**src/rtl/gpio_pkg.sv**
```systemverilog
package gpio_pkg;
  localparam int ADDR_W = 5;

  typedef enum logic [1:0] {
    COND_LOW  = 2'd0,
    COND_HIGH = 2'd1,
    COND_RISE = 2'd2,
    COND_FALL = 2'd3
  } cond_e;

  localparam logic [ADDR_W-1:0] OFF_DOUT   = 5'h00;
  localparam logic [ADDR_W-1:0] OFF_DIR    = 5'h04;
  localparam logic [ADDR_W-1:0] OFF_PAD    = 5'h08;
  localparam logic [ADDR_W-1:0] OFF_CFG_LO = 5'h0C;
  localparam logic [ADDR_W-1:0] OFF_CFG_HI = 5'h10;
  localparam logic [ADDR_W-1:0] OFF_EN     = 5'h14;
  localparam logic [ADDR_W-1:0] OFF_PEND   = 5'h18;
endpackage

```
**src/rtl/gpio_sync.sv**
```systemverilog
module gpio_sync #(
  parameter int W = 32
) (
  input  logic         clk,
  input  logic         rst_n,
  input  logic [W-1:0] d,
  output logic [W-1:0] q,
  output logic [W-1:0] q_prev
);
  logic [W-1:0] meta_q, sync_q, prev_q;
  logic [1:0]   warm_cnt;

  always_ff @(posedge clk or negedge rst_n) begin
    if (!rst_n) begin
      meta_q <= '0;
      sync_q <= '0;
      prev_q <= '0;
    end else begin
      meta_q <= d;
      sync_q <= meta_q;
      prev_q <= sync_q;
    end
  end

  // counts the edges since reset so the latency check only starts once both stages hold real samples
  always_ff @(posedge clk or negedge rst_n) begin
    if (!rst_n)             warm_cnt <= '0;
    else if (warm_cnt != 2'd2) warm_cnt <= warm_cnt + 2'd1;
  end

  assign q      = sync_q;
  assign q_prev = prev_q;


  sync_latency_chk: assert property (@(posedge clk) disable iff (!rst_n)
    (warm_cnt == 2'd2) |-> (sync_q == $past(d, 2)));
endmodule

```
**src/rtl/gpio_cond_detect.sv**
```systemverilog
module gpio_cond_detect
  import gpio_pkg::*;
#(
  parameter int W = 32
) (
  input  logic [W-1:0]   lvl,
  input  logic [W-1:0]   lvl_prev,
  input  logic [2*W-1:0] cond,
  output logic [W-1:0]   hit
);
  for (genvar i = 0; i < W; i++) begin : g_pin
    cond_e code;
    assign code = cond_e'(cond[2*i +: 2]);
    always_comb begin
      unique case (code)
        COND_LOW:  hit[i] = ~lvl[i];
        COND_HIGH: hit[i] = lvl[i];
        COND_RISE: hit[i] = lvl[i] & ~lvl_prev[i];
        COND_FALL: hit[i] = ~lvl[i] & lvl_prev[i];
        default:   hit[i] = 1'b0;
      endcase
    end
  end
endmodule

```
**src/rtl/gpio_pending.sv**
```systemverilog
module gpio_pending #(
  parameter int W = 32
) (
  input  logic         clk,
  input  logic         rst_n,
  input  logic [W-1:0] set,
  input  logic [W-1:0] clr,
  output logic [W-1:0] pend
);
  logic [W-1:0] pend_q;

  always_ff @(posedge clk or negedge rst_n) begin
    if (!rst_n) pend_q <= '0;
    else        pend_q <= (pend_q & ~clr) | set;
  end

  assign pend = pend_q;


  pend_sticky_chk: assert property (@(posedge clk) disable iff (!rst_n)
    (clr == '0) |=> ((pend_q & $past(pend_q)) == $past(pend_q)));


  set_wins_chk: assert property (@(posedge clk) disable iff (!rst_n)
    (set != '0) |=> ((pend_q & $past(set)) == $past(set)));
endmodule

```
**src/rtl/gpio_irq_port.sv**
```systemverilog
module gpio_irq_port
  import gpio_pkg::*;
#(
  parameter int NPINS = 32
) (
  input  logic              clk,
  input  logic              rst_n,
  input  logic              bus_wr,
  input  logic [ADDR_W-1:0] bus_addr,
  input  logic [NPINS-1:0]  bus_wdata,
  output logic [NPINS-1:0]  bus_rdata,
  input  logic [NPINS-1:0]  pad_in,
  output logic [NPINS-1:0]  pad_out,
  output logic [NPINS-1:0]  pad_oe,
  output logic              irq_lo,
  output logic              irq_hi,
  output logic              irq_any
);
  localparam int HALF  = NPINS / 2;
  localparam int CFG_W = 2 * HALF;

  logic [NPINS-1:0] dout_q, dir_q, en_q;
  logic [CFG_W-1:0] cfg_lo_q, cfg_hi_q;
  logic [NPINS-1:0] lvl, lvl_prev, hit, pend, pend_clr, live;

  // register writes
  always_ff @(posedge clk or negedge rst_n) begin
    if (!rst_n) begin
      dout_q   <= '0;
      dir_q    <= '0;
      en_q     <= '0;
      cfg_lo_q <= '0;
      cfg_hi_q <= '0;
    end else if (bus_wr) begin
      unique case (bus_addr)
        OFF_DOUT:   dout_q   <= bus_wdata;
        OFF_DIR:    dir_q    <= bus_wdata;
        OFF_EN:     en_q     <= bus_wdata;
        OFF_CFG_LO: cfg_lo_q <= bus_wdata[CFG_W-1:0];
        OFF_CFG_HI: cfg_hi_q <= bus_wdata[CFG_W-1:0];
        default: ;
      endcase
    end
  end

  assign pend_clr = (bus_wr && bus_addr == OFF_PEND) ? bus_wdata : '0;

  gpio_sync #(.W(NPINS)) u_sync (
    .clk    (clk),
    .rst_n  (rst_n),
    .d      (pad_in),
    .q      (lvl),
    .q_prev (lvl_prev)
  );

  gpio_cond_detect #(.W(NPINS)) u_detect (
    .lvl      (lvl),
    .lvl_prev (lvl_prev),
    .cond     ({cfg_hi_q, cfg_lo_q}),
    .hit      (hit)
  );

  gpio_pending #(.W(NPINS)) u_pend (
    .clk   (clk),
    .rst_n (rst_n),
    .set   (hit),
    .clr   (pend_clr),
    .pend  (pend)
  );

  // read mux
  always_comb begin
    unique case (bus_addr)
      OFF_DOUT:   bus_rdata = dout_q;
      OFF_DIR:    bus_rdata = dir_q;
      OFF_PAD:    bus_rdata = lvl;
      OFF_CFG_LO: bus_rdata = NPINS'(cfg_lo_q);
      OFF_CFG_HI: bus_rdata = NPINS'(cfg_hi_q);
      OFF_EN:     bus_rdata = en_q;
      OFF_PEND:   bus_rdata = pend;
      default:    bus_rdata = '0;
    endcase
  end

  assign pad_out = dout_q;
  assign pad_oe  = dir_q;

  assign live    = pend & en_q;
  assign irq_lo  = |live[HALF-1:0];
  assign irq_hi  = |live[NPINS-1:HALF];
  assign irq_any = irq_lo | irq_hi;


  irq_lo_enable_chk: assert property (@(posedge clk) disable iff (!rst_n)
    irq_lo |-> (en_q[HALF-1:0] != '0));


  irq_hi_enable_chk: assert property (@(posedge clk) disable iff (!rst_n)
    irq_hi |-> (en_q[NPINS-1:HALF] != '0));


  pad_wr_ignored_chk: assert property (@(posedge clk) disable iff (!rst_n)
    (bus_wr && bus_addr == OFF_PAD) |=> ($stable(dout_q) && $stable(dir_q) &&
      $stable(en_q) && $stable(cfg_lo_q) && $stable(cfg_hi_q)));
endmodule

```
**config.mk**
```make
export PLATFORM = sky130hd
export DESIGN_NAME = gpio_irq_port
export DESIGN_NICKNAME = d
export VERILOG_FILES = /design/src/rtl/gpio_pkg.sv /design/src/rtl/gpio_sync.sv /design/src/rtl/gpio_cond_detect.sv /design/src/rtl/gpio_pending.sv /design/src/rtl/gpio_irq_port.sv
export SDC_FILE = /design/constraint.sdc
export NUM_CORES = 1
export LEC_CHECK = 0
export BUFFER_PORTS_ARGS = -buffer_cell sky130_fd_sc_hd__clkbuf_2
export CAP_MARGIN = 20
export CORE_ASPECT_RATIO = 2
export CORE_MARGIN = 2
export CORE_UTILIZATION = 57
export DETAILED_ROUTE_END_ITERATION = 10
export PLACE_DENSITY_LB_ADDON = 0.08
export RECOVER_POWER = 25
export SYNTH_ARGS = -nofsm -noshare
export SYNTH_HDL_FRONTEND = slang
export SYNTH_SLANG_ARGS = --single-unit
```
**constraint.sdc**
```tcl
create_clock -name clk -period 1.6 [get_ports clk]
set_clock_uncertainty 0.1 [all_clocks]
set_input_delay 0.08 -clock clk [delete_from_list [all_inputs] [get_ports clk]]
set_output_delay 0.08 -clock clk [all_outputs]
set_load 0.05 [all_outputs]
```
==> results.py <==
metrics = {
    "yosys": {
        "synthArstFlopShare_pct": 100,
        "synth_edf_count": 0,
        "synth_top_cell_by_area": "dfrtp_1",
        "synth-seq-cells": 288,
        "yosys-top-cells-area": "dfrtp_1 58%, mux2_2 16%, mux2i_1 5.2%",
        "yosysSeqAreaShare_pct": 58.0,
        "netlist.area_leader.share_pct": 58.0,
        "synthCells": 949,
        "syn_area_um2": 12400,
        "ys_types": 36,
        "postSynthAreaPerCell_um2": 13.1,
        "synth_fp_nets": 1021,
        "ys_warn_count": 0,
        "yosys_most_used_dff": "dfrtp_1",
    },
    "routing": {
        "wl_per_cell_um": 23.9,
        "drtPass1Iterations": 5,
        "antenna_left": 0,
        "vias": 9598,
        "drc": 0,
        "drtIter0Drc": 570,
        "wirelength_um": 38100,
        "drt-vias-per-instance": 6.02,
    },
    "floorplan": {
        "io_pins": 171,
        "die_h_um": 213,
        "initial_utilization_pct": 57.8,
        "die_width_um": 108,
        "core_um2": 21500,
        "row_count": 76,
        "dieArea_um2": 23100,
    },
    "critical_path": {
        "cp_data_arrival_time_ns": 2.11,
        "cp.required_ns": 1.42,
        "crit_path_end_kind": "output port",
        "path_buf_inv": 1,
        "crit_fanout": 2,
        "crit_family": "simple AND/OR/NAND/NOR gates",
        "worst_setup_path_start_kind": "flop",
        "slowest_delay_ns": 0.42,
        "slowest_stage": "dfrtp_1",
        "worstPathCellList": "a22o_1 -> a221oi_2 -> nand4_1 -> or2_4 -> buf_8",
        "rr_startpoint": "cfg_hi_q[7]$_DFFE_PN0P_",
        "crit_start": "u_pend.pend[30]$_DFF_PN0_",
        "crit_type": "reg -> out",
    },
    "pwr": {
        "power.share.clock_pct": 29.8,
        "power_switching_share_pct": 31.5,
        "ir_drop_uv": 909,
        "leakagePower_nw": 7.88,
        "internal_power_mw": 13.8,
        "seq_power_share_pct": 45.4,
        "finalPower_mw": 20.2,
        "combPwrFrac_pct": 24.8,
        "power.density_nw_per_um2": 1190,
        "switchingPower_mw": 6.38,
    },
    "place": {
        "place_congestion": 0.922,
        "place_ws_ns": -0.276,
        "dpl_cell_area_um2": 15000,
        "port_buffers": 170,
        "dpl.hpwl_um": 26300,
    },
    "clock_network": {
        "cts-root-buf": "clkbuf_16",
        "cts.sinks": 288,
        "htree_levels": 1,
        "numCtsBuffers": 26,
        "clock_latency_ns": 0.54,
        "clkSlewWorstSetupHoldPaths_ns": 0.06,
        "cts_tree": "built",
        "clock_path_buffers": 3,
    },
    "timing": {
        "finalCritPeriodShare_pct": 143,
        "slew_headroom_pct": 54.5,
        "drv_slew": 0,
        "worstMarginPinSlew_ns": 0.683,
        "hold_violations": 0,
        "grt_setup_unrepaired": "yes",
        "setup_slack_ns": -0.694,
        "setup_viol_count_final": 42,
        "timing.setup.tns_ns": -12.13,
        "fmax_ghz": 0.436,
        "fin_crit_ns": 2.29,
    },
    "final_layout": {
        "num_antenna_cells": 0,
        "areaGrowthSynthToFinish_pct": 36.8,
        "filler_cell_count": 1357,
        "nets": 1379,
        "stdcell_area_um2": 17000,
        "drive_above_1_share_pct": 46.3,
    },
    "min_path": {
        "hold_start": "pad_in[22]",
        "hp-class": "in -> reg",
    },
    "global_route": {
        "grt_pass1_vias": 10200,
        "grt_pass1_wl_um": 57800,
        "antenna_found_initial": 0,
        "grt_usage_pct": 33.7,
        "grt_remaining_overflow": 0,
        "grt_max_degree": 63,
    },
    "flow_run": {
        "drv_cap": 0,
    },
    "run_status": {
        "status": "finished with violations",
        "violations": "negative setup slack",
    },
}
## synth_stat cells (7+ instances only)
cell type	n
mux2i_1	65
buf_4	7
dfrtp_1	288
xor2_1	15
nand3_1	17
a21oi_1	32
o21ai_0	16
or2_2	18
nand3b_1	17
nand2_1	51
a211o_1	17
nand2b_1	15
o22ai_1	32
a221o_1	32
nor2_1	48
buf_2	23
clkbuf_1	13
a22oi_1	32
mux2_2	172
a221oi_1	8
a22o_1	8
## cell usage in the layout (no fill, tap or decap), drive strengths merged, types with 8 or more instances in the layout
master       netlist  routed
a221oi             8       8
clkbuf            13     191
nand3b            17      17
nand3             17      17
o21ai             16      16
a22oi             32      32
mux2i             65      65
buf               34     163
dfrtp            288     288
a22o               8       8
nor2              48      48
a21oi             32      32
dlygate4sd3        0      66
xor2              15      15
a221o             32      32
nand2b            15      15
o22ai             32      32
nand2             53      53
or2               18      18
mux2             175     175
a211o             17      17
## flip-flops by register name, summed over array words and instances (netlist names)
| signal | flops |
|---|---|
| cfg_hi_q | 32 |
| cfg_lo_q | 32 |
| en_q | 32 |
| pad_oe | 32 |
| pad_out | 32 |
| u_pend.pend | 32 |
| u_sync.meta_q | 32 |
| u_sync.q | 32 |
| u_sync.q_prev | 32 |
## metal layers
metal / part of all wire (%) / global-route usage, % / vias to the layer above
met5: 0 / 0 / -
met4: 4.9 / 18.6 / 0
met3: 4.3 / 4.43 / 105
met2: 56 / 61.3 / 341
met1: 35 / 37.4 / 4926
li1: - / - / 4226
## through the flow
step,util [%],cells,hold WS (ns)
floorplan,-,949,-0.316
global placement,69.6,1449,-0.107
detailed placement,69.6,1449,-0.106
CTS,78.6,1583,0.0712
global route,79.1,1595,0.0857
finish,79.1,1595,0.0917
## timing repair
action	in CTS	in global routing
endpoints found under the hold margin	512	0
resized for setup	79	38
hold buffers	66	0
endpoints found under the setup margin	35	35
setup buffers	30	18
pin swaps	42	13
## final timing paths
path,endpoint,slack [ns],cells past startpoint
setup / recovery,irq_any,-0.69,5
max in group asynchronous,u_pend.pend[28]$_DFF_PN0_,-0.02,4
hold / removal,u_sync.meta_q[22]$_DFF_PN0_,0.09,2
min in group asynchronous,u_sync.q[4]$_DFF_PN0_,0.58,3
hold reg to reg,u_sync.q[13]$_DFF_PN0_,0.25,0
setup reg to reg,u_pend.pend[19]$_DFF_PN0_,0.14,3
## cells by family (layout without fill, tap and decap cells)
group	after synthesis	in the layout	synth area share (%)
buffers and inverters	48	421	2.07
AOI/OAI and AO/OA	177	177	10.4
muxes	240	240	21.1
xor gates and xnor gates	15	15	1.06
and+or+nand+nor	181	181	7.36
DFF	288	288	58.0
## power by group through the flow
| stage | clock, mW | sequential [mW] | combinational, mW |
|---|---|---|---|
| global route | 6.40 | 9.27 | 5.32 |
| global placement | 0 | 9.28 | 4.39 |
| finish | 6.02 | 9.17 | 5.02 |
| CTS | 6.08 | 9.16 | 4.90 |
| floorplan | 0 | 10.1 | 1.89 |
| detailed placement | 0 | 9.33 | 4.48 |
## area by class of cell
type | instances | area (um^2) | area share, %
clock buffers | 43 | 806 | 4.74
repair buffers | 377 | 3370 | 19.8
well taps | 273 | 342 | 2.01
inverters | 1 | 3.75 | 0.0221
multi-input cells | 613 | 5230 | 30.8
flip-flops and latches | 288 | 7240 | 42.6
No activity file was read; power rests on OpenSTA's default activity.
